## src/rtl/ssr_pkg.sv

```systemverilog
// Shared definitions for the byte-offset word serializer.
// Assumes words are whole multiples of the byte width.
package ssr_pkg;
    typedef enum logic {
        MODE_WORD = 1'b0,
        MODE_BYTE = 1'b1
    } ser_mode_e;
endpackage

```

## src/rtl/ssr_lane_align.sv

```systemverilog
// Lane aligner: reorders a little-endian memory word so the lowest-addressed
// byte sits at the MSB end, then drops leading bytes by the skip count.
// In byte mode only the low byte is used. Assumes skip < LANES.
module ssr_lane_align #(
    parameter int WORD_W = 32,
    parameter int BYTE_W = 8,
    parameter int OFF_W  = 2,
    parameter int CNT_W  = 6
) (
    input  logic [WORD_W-1:0]   raw,
    input  ssr_pkg::ser_mode_e  mode,
    input  logic [OFF_W-1:0]    skip,
    output logic [WORD_W-1:0]   ld_word,
    output logic [CNT_W-1:0]    ld_cnt
);
    localparam int LANES = WORD_W / BYTE_W;

    logic [WORD_W-1:0] swapped;

    // Byte lane i moves to position i counted from the MSB end.
    for (genvar i = 0; i < LANES; i++) begin : g_lane
        assign swapped[WORD_W-1-i*BYTE_W -: BYTE_W] = raw[i*BYTE_W +: BYTE_W];
    end

    // Select the load pattern and its bit count from the mode and skip.
    always_comb begin
        if (mode == ssr_pkg::MODE_BYTE) begin
            ld_word = {raw[BYTE_W-1:0], {(WORD_W-BYTE_W){1'b0}}};
            ld_cnt  = CNT_W'(BYTE_W);
        end else begin
            ld_word = swapped << (int'(skip) * BYTE_W);
            ld_cnt  = CNT_W'(WORD_W - int'(skip) * BYTE_W);
        end
    end
endmodule

```

## src/rtl/ssr_shifter.sv

```systemverilog
// Output shifter: holds the current word and sends one bit per step, MSB
// first. When empty it loads the aligned word and sends its first bit on the
// same step. Assumes abort and step are never both high.
module ssr_shifter #(
    parameter int WORD_W = 32,
    parameter int CNT_W  = 6
) (
    input  logic              clk,
    input  logic              rst_n,
    input  logic              abort,
    input  logic              step,
    input  logic              in_valid,
    input  logic [WORD_W-1:0] ld_word,
    input  logic [CNT_W-1:0]  ld_cnt,
    output logic              empty,
    output logic              take,
    output logic              starve,
    output logic              sdo
);
    logic [WORD_W-1:0] sh;
    logic [CNT_W-1:0]  cnt;

    assign empty  = (cnt == '0);
    assign take   = step && empty && in_valid;
    assign starve = step && empty && !in_valid;

    // Shift, load or flush the bit register on each cycle.
    always_ff @(posedge clk) begin
        if (!rst_n) begin
            sh  <= '0;
            cnt <= '0;
            sdo <= 1'b0;
        end else if (abort) begin
            sh  <= '0;
            cnt <= '0;
            sdo <= 1'b0;
        end else if (step) begin
            if (!empty) begin
                sdo <= sh[WORD_W-1];
                sh  <= sh << 1;
                cnt <= cnt - 1'b1;
            end else if (in_valid) begin
                sdo <= ld_word[WORD_W-1];
                sh  <= ld_word << 1;
                cnt <= ld_cnt - 1'b1;
            end
        end
    end

    a_r8_abort_flushes: assert property (@(posedge clk) disable iff (!rst_n)
        abort |=> (empty && !sdo));
    a_r7_starve_holds: assert property (@(posedge clk) disable iff (!rst_n)
        starve |=> $stable(sdo));
    a_r9_no_step_holds: assert property (@(posedge clk) disable iff (!rst_n)
        (!step && !abort) |=> ($stable(sdo) && $stable(cnt)));
    a_r5_count_bound: assert property (@(posedge clk) disable iff (!rst_n)
        cnt <= CNT_W'(WORD_W));
endmodule

```

## src/rtl/ssr_ctrl.sv

```systemverilog
// Stream controller: tracks running state, captured mode and offset, whether
// the first word is still pending, and the sticky underflow flag.
// Assumes take and starve come from the shifter and are never high together.
module ssr_ctrl #(
    parameter int OFF_W = 2
) (
    input  logic               clk,
    input  logic               rst_n,
    input  logic               start,
    input  logic [OFF_W-1:0]   start_off,
    input  logic               start_bytes,
    input  logic               abort,
    input  logic               take,
    input  logic               starve,
    output logic               running,
    output ssr_pkg::ser_mode_e mode,
    output logic [OFF_W-1:0]   skip,
    output logic               underflow
);
    logic [OFF_W-1:0] off_q;
    logic             first_q;

    assign skip = (first_q && mode == ssr_pkg::MODE_WORD) ? off_q : '0;

    // Stream state: abort wins, start only from idle, loads retire the first word.
    always_ff @(posedge clk) begin
        if (!rst_n) begin
            running   <= 1'b0;
            mode      <= ssr_pkg::MODE_WORD;
            off_q     <= '0;
            first_q   <= 1'b0;
            underflow <= 1'b0;
        end else if (abort) begin
            running   <= 1'b0;
            mode      <= ssr_pkg::MODE_WORD;
            first_q   <= 1'b0;
            underflow <= 1'b0;
        end else if (!running) begin
            if (start) begin
                running   <= 1'b1;
                mode      <= start_bytes ? ssr_pkg::MODE_BYTE : ssr_pkg::MODE_WORD;
                off_q     <= start_off;
                first_q   <= 1'b1;
                underflow <= 1'b0;
            end
        end else begin
            if (take)   first_q   <= 1'b0;
            if (starve) underflow <= 1'b1;
        end
    end

    a_r2_offset_frozen: assert property (@(posedge clk) disable iff (!rst_n)
        (running && !abort) |=> ($stable(off_q) && $stable(mode)));
    a_r8_abort_default: assert property (@(posedge clk) disable iff (!rst_n)
        abort |=> (!running && mode == ssr_pkg::MODE_WORD && !underflow));
    a_r7_flag_sets: assert property (@(posedge clk) disable iff (!rst_n)
        (starve && !abort) |=> underflow);
    a_r4_skip_once: assert property (@(posedge clk) disable iff (!rst_n)
        take |=> (skip == '0));
endmodule

```

## src/rtl/ssr_top.sv

```systemverilog
// Byte-offset word serializer top: joins the controller, lane aligner and
// shifter. A word is taken only on a bit event that finds the shifter empty.
// Assumes in_data is held stable while in_valid is high and not taken.
module ssr_top #(
    parameter int WORD_W = 32,
    parameter int BYTE_W = 8
) (
    input  logic              clk,
    input  logic              rst_n,
    input  logic              start,
    input  logic [1:0]        start_off,
    input  logic              start_bytes,
    input  logic              abort,
    input  logic              bit_en,
    input  logic              in_valid,
    input  logic [WORD_W-1:0] in_data,
    output logic              in_ready,
    output logic              sdo,
    output logic              underflow,
    output logic              busy
);
    localparam int LANES = WORD_W / BYTE_W;
    localparam int OFF_W = (LANES > 1) ? $clog2(LANES) : 1;
    localparam int CNT_W = $clog2(WORD_W + 1);

    ssr_pkg::ser_mode_e mode;
    logic [OFF_W-1:0]   skip;
    logic [WORD_W-1:0]  ld_word;
    logic [CNT_W-1:0]   ld_cnt;
    logic               running, step, empty, take, starve;

    assign step     = bit_en && running && !abort;
    assign in_ready = step && empty;
    assign busy     = running;

    ssr_ctrl #(.OFF_W(OFF_W)) u_ctrl (
        .clk(clk), .rst_n(rst_n), .start(start),
        .start_off(OFF_W'(start_off)), .start_bytes(start_bytes),
        .abort(abort), .take(take), .starve(starve),
        .running(running), .mode(mode), .skip(skip), .underflow(underflow)
    );

    ssr_lane_align #(.WORD_W(WORD_W), .BYTE_W(BYTE_W), .OFF_W(OFF_W), .CNT_W(CNT_W)) u_align (
        .raw(in_data), .mode(mode), .skip(skip), .ld_word(ld_word), .ld_cnt(ld_cnt)
    );

    ssr_shifter #(.WORD_W(WORD_W), .CNT_W(CNT_W)) u_shift (
        .clk(clk), .rst_n(rst_n), .abort(abort), .step(step), .in_valid(in_valid),
        .ld_word(ld_word), .ld_cnt(ld_cnt), .empty(empty), .take(take),
        .starve(starve), .sdo(sdo)
    );

    a_r5_ready_only_busy: assert property (@(posedge clk) disable iff (!rst_n)
        in_ready |-> (busy && bit_en));
    a_r1_quiet_after_reset: assert property (@(posedge clk)
        !rst_n |=> (!sdo && !underflow && !busy));
endmodule

```

## config.mk

```make
export PLATFORM = sky130hd
export DESIGN_NAME = ssr_top
export DESIGN_NICKNAME = d
export VERILOG_FILES = /design/src/rtl/ssr_pkg.sv /design/src/rtl/ssr_lane_align.sv /design/src/rtl/ssr_shifter.sv /design/src/rtl/ssr_ctrl.sv /design/src/rtl/ssr_top.sv
export SDC_FILE = /design/constraint.sdc
export NUM_CORES = 1
export LEC_CHECK = 0
export BUFFER_PORTS_ARGS = -buffer_cell sky130_fd_sc_hd__buf_2
export CORE_AREA = 2 2 146 77
export CTS_CLUSTER_SIZE = 24
export DETAILED_ROUTE_END_ITERATION = 7
export DIE_AREA = 0 0 148 79
export PLACE_DENSITY = 0.48
export RECOVER_POWER = 25
export SETUP_SLACK_MARGIN = 0.4
export SYNTH_ARGS = -nofsm -noshare
export SYNTH_HDL_FRONTEND = slang
export SYNTH_HIERARCHICAL = 1
export SYNTH_SLANG_ARGS = --single-unit
```

## constraint.sdc

```tcl
create_clock -name clk -period 2.4 [get_ports clk]
set_input_delay 0.36 -clock clk [delete_from_list [all_inputs] [get_ports clk]]
set_output_delay 0.36 -clock clk [all_outputs]
set_load 0.005 [all_outputs]
```

=== Word-level counts from Yosys, hierarchy flattened ===
Index checks and enable logic that the tools add are counted.

* Add/sub/neg operators: 3
* Eq/ne operators: 3
* Shift-type cells: 1
* Multiplexer cells: 18
* Bitwise logic cells: 4
* Reductions and logical operators: 16

{| class="wikitable"
|+ Operators with widths
! cell !! count
|-
| 32-bit two-way mux || 3
|-
| 32-bit by 5-bit left shift with 32-bit output || 1
|-
| 6-bit two-way mux || 3
|-
| 6-bit by 1-bit subtractor with 6-bit output, second input constant || 2
|-
| 1-bit two-way mux || 11
|-
| 2-bit AND reduction || 4
|-
| 1-bit logical AND || 6
|-
| 6-bit zero test || 1
|-
| 2-bit != test, second input constant || 3
|-
| 6-bit by 5-bit subtractor with 6-bit output, first input constant || 1
|-
| 1-bit NOT || 4
|-
| 3-bit AND reduction || 1
|-
| 1-bit zero test || 2
|-
| 2-bit two-way mux || 1
|-
| 2-bit nonzero test || 1
|-
| 2-bit OR reduction || 1
|}

* Register bits: 45
* Logic and storage cells: 53

=== Depth between registers and ports, before layout ===
Gate-level depths: netlist of the first run.

* Depth in word-level cells: 8
* Gate-level depth with buffers: 9
* Depth with buffers taken out: 7

=== Cells and area by module ===
The synthesis of the first run kept the hierarchy.

{| class="wikitable"
|+ Modules (own cells, without submodules)
! module !! times used !! cells each !! area each (um^2) !! seq. area each (um^2)
|-
| ssr_shifter || 1 || 200 || 1866.8 || 760.7
|-
| ssr_lane_align || 1 || 99 || 721.9 || 0.0
|-
| ssr_ctrl || 1 || 27 || 242.7 || 120.1
|-
| ssr_top || 1 || 2 || 20.0 || 0.0
|}

=== Least setup slack after synthesis of the first run ===
Ideal clock, no wire load.

* Kind: reg2out
* Start point: register u_shift.cnt[4]
* End point: output in_ready
* Arrival time: 1636 ps
* Data required time: 2040 ps
* Setup slack: 404 ps
* Cell stages (with the launch flop): 5
* Path buffers: 1
* Cells stage by stage: dfxtp_1 -> or4_4 -> nor3_4 -> buf_6 -> and4b_1

* Cells in the longest elaborated chain, start to end: 2

{| class="wikitable"
|+ RTL lines
! element !! line !! RTL
|-
| start: declaration || ssr_shifter.sv:21 || <nowiki>logic [CNT_W-1:0] cnt;</nowiki>
|-
| start signal: assignment || ssr_shifter.sv:41 || <nowiki>cnt <= cnt - 1'b1;</nowiki>
|-
| start signal: assignment || ssr_shifter.sv:45 || <nowiki>cnt <= ld_cnt - 1'b1;</nowiki>
|-
| 6-bit zero test || ssr_shifter.sv:23 || <nowiki>assign empty = (cnt == '0);</nowiki>
|-
| named net empty || ssr_top.sv:30 || <nowiki>logic running, step, empty, take, starve;</nowiki>
|-
| 1-bit logical AND || ssr_top.sv:33 || <nowiki>assign in_ready = step && empty;</nowiki>
|-
| end: declaration || ssr_top.sv:17 || <nowiki>output logic in_ready,</nowiki>
|}

The timed path passes the listed nets, and every way through them passes these cells.

=== Final worst setup path of the first run ===
Same ends and word-level chain as after synthesis.

==> results of run 1 <==
how the worst max path moves through the flow:
stage / startpoint / slack (ps) / cells past startpoint / to
5_1_grt: u_shift/cnt[4]$_SDFFE_PP0P_ / 170 / 4 / in_ready
6_report: u_shift/cnt[4]$_SDFFE_PP0P_ / 240 / 4 / in_ready
2_1_floorplan: u_shift/cnt[4]$_SDFFE_PP0P_ / 400 / 4 / in_ready
4_1_cts: u_shift/cnt[0]$_SDFFE_PP0P_ / 320 / 4 / in_ready
3_5_place_dp: u_shift/cnt[0]$_SDFFE_PP0P_ / 330 / 5 / u_shift/sh[14]$_SDFFE_PP0P_
3_3_place_gp: abort / 300 / 6 / u_shift/cnt[4]$_SDFFE_PP0P_
power by group through the flow:
stage	Clock (mW)	Sequential, mW	Combinational [mW]
3_5_place_dp	0	0.760	0.220
3_3_place_gp	0	0.759	0.220
2_1_floorplan	0	0.758	0.142
5_1_grt	0.766	0.743	0.250
4_1_cts	0.716	0.742	0.225
6_report	0.706	0.743	0.227
registers in the layout (all words and copies together), names as in the netlist:
register	cells
u_ctrl/first_q	1
u_ctrl/mode	1
u_ctrl/off_q	2
u_ctrl/running	1
u_ctrl/underflow	1
u_shift/cnt	6
u_shift/sdo	1
u_shift/sh	31
routing by layer:
metal	GRT usage	wire (um)
met1	0.221	4480
met2	0.183	3190
met3	0.0379	328
met4	0.0143	19
met5	0	0
cell usage in the layout, fill, tap and decap left out, drive strengths merged, types with 7 or more instances in the layout:
cell	count
mux2	14
mux2i	34
nor3	7
clkbuf	7
buf	56
nor2b	12
dfxtp	44
o21ai	42
and2	11
a22oi	19
a21oi	36
nor2	21
tightest hold or removal path, delay by kind of cell:
family | cells | cell delay [ps]
and+or+nand+nor | 1 | 50
AOI/OAI and AO/OA | 1 | 70
buffers and inverters | 1 | 80
cells in the mapped netlist (2+ instances only):
cell,instances
mux2i_1,34
o21ai_1,8
buf_4,5
inv_1,4
o21ai_0,34
nand2_1,6
and2_1,11
and3b_2,2
and3b_1,2
nand2b_1,4
ha_1,2
nor3_1,6
a21oi_1,36
mux2_1,8
clkbuf_1,10
nor2b_1,11
buf_6,8
a211o_1,2
buf_8,2
mux2_4,5
or2_1,2
a22oi_1,19
a22o_1,2
nor2_1,20
nor3b_1,2
a31oi_1,2
a211oi_1,2
a2bb2oi_1,2
nor4bb_1,2
nand3_1,6
dfxtp_1,44
layout make-up:
| cell class | instances | area, um^2 |
|---|---|---|
| well taps | 145 | 181 |
| clock buffers | 6 | 139 |
| clock inverters | 2 | 10.0 |
| repair buffers | 57 | 349 |
| multi-input cells | 254 | 1780 |
| inverters | 5 | 18.8 |
| flip-flops and latches | 44 | 882 |
| fillers | 1138 | 7180 |
cells by family (layout without fill, tap and decap cells):
group,after synthesis,in the layout
other cells,1,3
xor+xnor,1,1
compound gates,114,114
buf+inv,32,70
fa+ha+maj,2,2
mux,48,48
flops,44,44
simple gates,86,86
stage by stage:
step,hold slack (ps),utilization
after floorplan,424,-
after global placement,452,0.299
after detailed placement,450,0.299
after CTS,310,0.316
after global routing,313,0.319
final,306,0.319
repair_timing:
item | 4_1_cts | 5_1_grt
resized for setup | 7 | 14
pin swaps | 3 | 2
buffers inserted | 2 | 0
endpoints found under the setup margin | 34 | 33
==> flow_summary.ini, run 1 <==
[clock_network]
clk-insertion-delay-late_ps = 290
cts.clk_slew.worst_paths_ps = 70
numCtsBuffers = 5
cts-root-buf = clkbuf_16
clk_path_buf_depth = 2
cts_hold_buffers = 0
cts_tree = yes
h-tree-depth = 2
cts_sinks = 44

[critical_path]
worstSetupPathType = reg -> out
critical_path_buf_inv_count = 1
r2r_start = u_shift/cnt[4]$_SDFFE_PP0P_
rrSetupSlack_ps = 310
cp_slowest_cell = or4_4
critPathMaxStageDelay_ps = 520
critPathArrivalTime_ps = 1800
cp-end-kind = primary output
worst_path_dominant_cell_family = simple AND/OR/NAND/NOR gates
required_ps = 2040
reg2reg_depth = 6
r2r_end = u_shift/sh[25]$_SDFFE_PP0P_
cp-start-kind = flop
crit_path_max_fanout = 6
worstPathCellList = or4_4 > nor3_1 > and4b_1 > buf_2

[synthesis]
synth-edff-count = 0
synthXorXnorAreaFrac = 0.00307
ys_ff_latch = 44
synth_mux_area_frac = 0.181
synth-compound-area-share = 0.237
yosysUniqueCellTypes = 56
yosysTopAreaCell = dfxtp_1
synth_ff_type = dfxtp_1
syn_area_per_cell_um2 = 8.69
synth_area_leaders = dfxtp_1 31%, mux2i_1 12%, a21oi_1 6.3%, o21ai_0 6.0%, a22oi_1 5.0%
synthesis.area_mm2 = 0.00285
synth-adder-area-share = 0.00878
ys_warn_count = 6
ys_async_sr_fraction = 0
synth-seq-area-share = 0.309
synth_top_cell_area_share = 0.309
synth_top_family_by_area = compound AO/OA/AOI/OAI gates
synthCells = 328
synthSimpleGateAreaFrac = 0.179

[placed_design]
io_buffer_count = 44
dp.cells = 503
dp_slack_ps = 334
dpl_cell_area_mm2 = 0.00315
place.gp.congestion = 0.827
dpl.hpwl_um = 5810

[power_and_ir_drop]
p_leak_nw = 1.51
sequentialPowerShare = 0.443
power.internal_mw = 1.26
worst_ir_drop_vdd_mv = 0.229
netSwitchingFraction = 0.251
total_power_mw = 1.68
switchingPower_mw = 0.420
power.share.clock = 0.421
pwr-share-comb = 0.135
p_per_area_mw_per_mm2 = 498

[finish]
antenna_cells = 0
postLayoutCellArea_mm2 = 0.00336
layout-drive-gt1-share = 0.245
syn_to_final_growth_pct = 18.0
final_cells = 513
fin_nets = 410

[timing]
final.setup.tns_ps = 0
period_share = 0.901
fmax_ghz = 0.463
skew_ps = 4.71
slew_viol_final = 0
setup_slack_ps = 238
rsz0062_at_grt = true
setup_viol = 0
hold_viol = 0
min_period_ps = 2160

[routing]
drt_pass1_iterations = 4
vias_per_cell = 4.81
via_count = 2467
drc = 0
ant_nets = 0
first_iter_violations = 178
drt-total-wl_um = 8020
routedWlPerCell_um = 15.6

[die]
io_pins = 45
die_x_um = 148
coreArea_mm2 = 0.0105
start_util = 0.271
rows = 27
fp.dieArea_mm2 = 0.0117
die_h_um = 79

[hold_path]
hold_path_class = in -> reg
hold_path_depth = 3
hold_path_end = u_ctrl/off_q[0]$_SDFFE_PN0P_
hp-start = start_off[0]

[global_route]
overflow = 0
grt_first_pass_wirelength_um = 12700
grt_pass1_vias = 2268
track_usage = 0.138
antenna_found_initial = 0
grt_max_degree = 68

[run]
drv_cap = 0

[run_status]
status = finished clean
Power figures use the tool's default switching activity.
==> inputs of run 2 (changes only) <==
--- a/config.mk
+++ b/config.mk
@@ -6,11 +6,13 @@
 export NUM_CORES = 1
 export LEC_CHECK = 0
 export BUFFER_PORTS_ARGS = -buffer_cell sky130_fd_sc_hd__buf_2
-export CORE_AREA = 2 2 146 77
+export CELL_PAD_IN_SITES_DETAIL_PLACEMENT = 0
+export CELL_PAD_IN_SITES_GLOBAL_PLACEMENT = 2
+export CORE_AREA = 2 2 89 125
 export CTS_CLUSTER_SIZE = 24
 export DETAILED_ROUTE_END_ITERATION = 7
-export DIE_AREA = 0 0 148 79
-export PLACE_DENSITY = 0.48
+export DIE_AREA = 0 0 91 127
+export PLACE_DENSITY = 0.69
 export RECOVER_POWER = 25
 export SETUP_SLACK_MARGIN = 0.4
 export SYNTH_ARGS = -nofsm -noshare
==> flow_summary.ini, run 2 (synthesis gave the netlist of run 1 again) <==
[die]
coreArea_mm2 = 0.0103
io_pins = 45
die_x_um = 91
rows = 44
fp.dieArea_mm2 = 0.0116
die_h_um = 127
start_util = 0.276

[clock_network]
clk-insertion-delay-late_ps = 290
cts_sinks = 44
cts_hold_buffers = 0
cts-root-buf = clkbuf_16
cts_tree = yes
numCtsBuffers = 5
clk_path_buf_depth = 2
h-tree-depth = 2
cts.clk_slew.worst_paths_ps = 60

[finish]
regMostFlops = u_shift/sh
fin_nets = 409
layout_common_cells = 43 x buf_2, 43 x dfxtp_1, 36 x a21oi_1
nFillCells = 1180
syn_to_final_growth_pct = 16.0
largest_register_ffs = 31
antenna_cells = 0
layout-drive-gt1-share = 0.218
top_regs = u_shift/sh: 31 flops, u_shift/cnt: 6 flops, u_ctrl/off_q: 2 flops

[critical_path]
cp-start-kind = flop
worstSetupPathType = reg -> out
critPathMaxStageDelay_ps = 570
cp_slowest_cell = or4_1
crit_path_max_fanout = 6
required_ps = 2040
worstPathCellList = or4_1 > nor3_4 > and4b_1 > buf_2
critPathArrivalTime_ps = 1720
rrSetupSlack_ps = 430
cp-end-kind = primary output

[timing]
period_share = 0.865
skew_ps = 6.01
hold_viol = 0
min_period_ps = 2080
rsz0062_at_grt = true
slew_viol_final = 0
fmax_ghz = 0.481
final.setup.tns_ps = 0
setup_viol = 0

[routing]
dr_wl_met2_um = 4120
drc = 0
vias_per_cell = 5.00
ant_nets = 0
routedWlPerCell_um = 16.8
drt-total-wl_um = 8510
drt_pass1_iterations = 4
first_iter_violations = 116
topRoutingLayerUsed = met4
wl_met3_um = 355
met1Wirelength_um = 3920
via_count = 2524

[power_and_ir_drop]
p_per_area_mw_per_mm2 = 506
p_leak_nw = 1.52
total_power_mw = 1.67
worst_ir_drop_vdd_mv = 0.220

[global_route]
antenna_found_initial = 0
grt_pass1_vias = 2483
grt_max_degree = 68
overflow = 0
track_usage = 0.147
grt_first_pass_wirelength_um = 13400

[run]
drv_cap = 0

[placed_design]
io_buffer_count = 44
place.gp.congestion = 0.805
dpl.hpwl_um = 6140

[hold_path]
hold_path_class = in -> reg

[run_status]
status = finished clean
run 2: cell count changes in the layout (fill, tap and decap cells not counted), moves of 2 or more:
cell	previous run	this run
mux2i_1	32	34
nor2b_1	7	9
nor2b_2	5	3
o21ai_0	35	32
o21ai_1	7	10
run 2: worst paths after layout:
kind	startpoint	end	depth (start not counted)
min reg2reg	u_ctrl/off_q[0]$_SDFFE_PN0P_	u_ctrl/off_q[0]$_SDFFE_PN0P_	2
max	u_shift/cnt[5]$_SDFFE_PP0P_	in_ready	4
max reg2reg	u_shift/cnt[5]$_SDFFE_PP0P_	u_shift/sh[15]$_SDFFE_PP0P_	5
min	start_off[1]	u_ctrl/off_q[1]$_SDFFE_PN0P_	3
run 2: where the power goes:
part | switching (mW) | internal [mW]
sequential | 0.00554 | 0.736
combinational | 0.120 | 0.105
clock | 0.297 | 0.411
run 2: layout make-up:
| class | instances | area, um^2 | area share |
|---|---|---|---|
| timing repair buffer | 56 | 338 | 0.102 |
| tap | 138 | 173 | 0.0522 |
| sequential | 44 | 885 | 0.267 |
| clock buffer | 6 | 139 | 0.0420 |
| clock inverter | 2 | 10.0 | 0.00303 |
| multi-input combinational | 254 | 1750 | 0.528 |
| inverter | 5 | 18.8 | 0.00567 |
run 2: per-stage QoR:
step | util | hold WS (ps) | instance area, um^2 | cells | setup slack [ps]
after floorplan | - | 424 | 2860 | 330 | 404
after global placement | 0.303 | 457 | 3140 | 494 | 435
after detailed placement | 0.303 | 460 | 3140 | 494 | 445
after CTS | 0.319 | 295 | 3310 | 504 | 298
after global routing | 0.320 | 334 | 3310 | 505 | 251
final | 0.320 | 296 | 3310 | 505 | 323
run 2: routing by layer:
metal / up-vias / GRT usage
li1: 1276 / -
met1: 1175 / 0.193
met2: 66 / 0.247
met3: 7 / 0.0248
met4: 0 / 0.0463
met5: - / 0
run 2: worst max-delay path: cells and delay by family, from the launching register on:
kind	cells	cell delay, ps
AND/OR/NAND/NOR	3	960
buffers and inverters	1	110
flip-flops	1	370
run 2: what timing repair did:
action / CTS / global route
setup endpoints to repair: 1 / 23
cloned: 0 / 0
setup buffers: 2 / 1
pin swaps: 3 / 3
resized for setup: 3 / 8
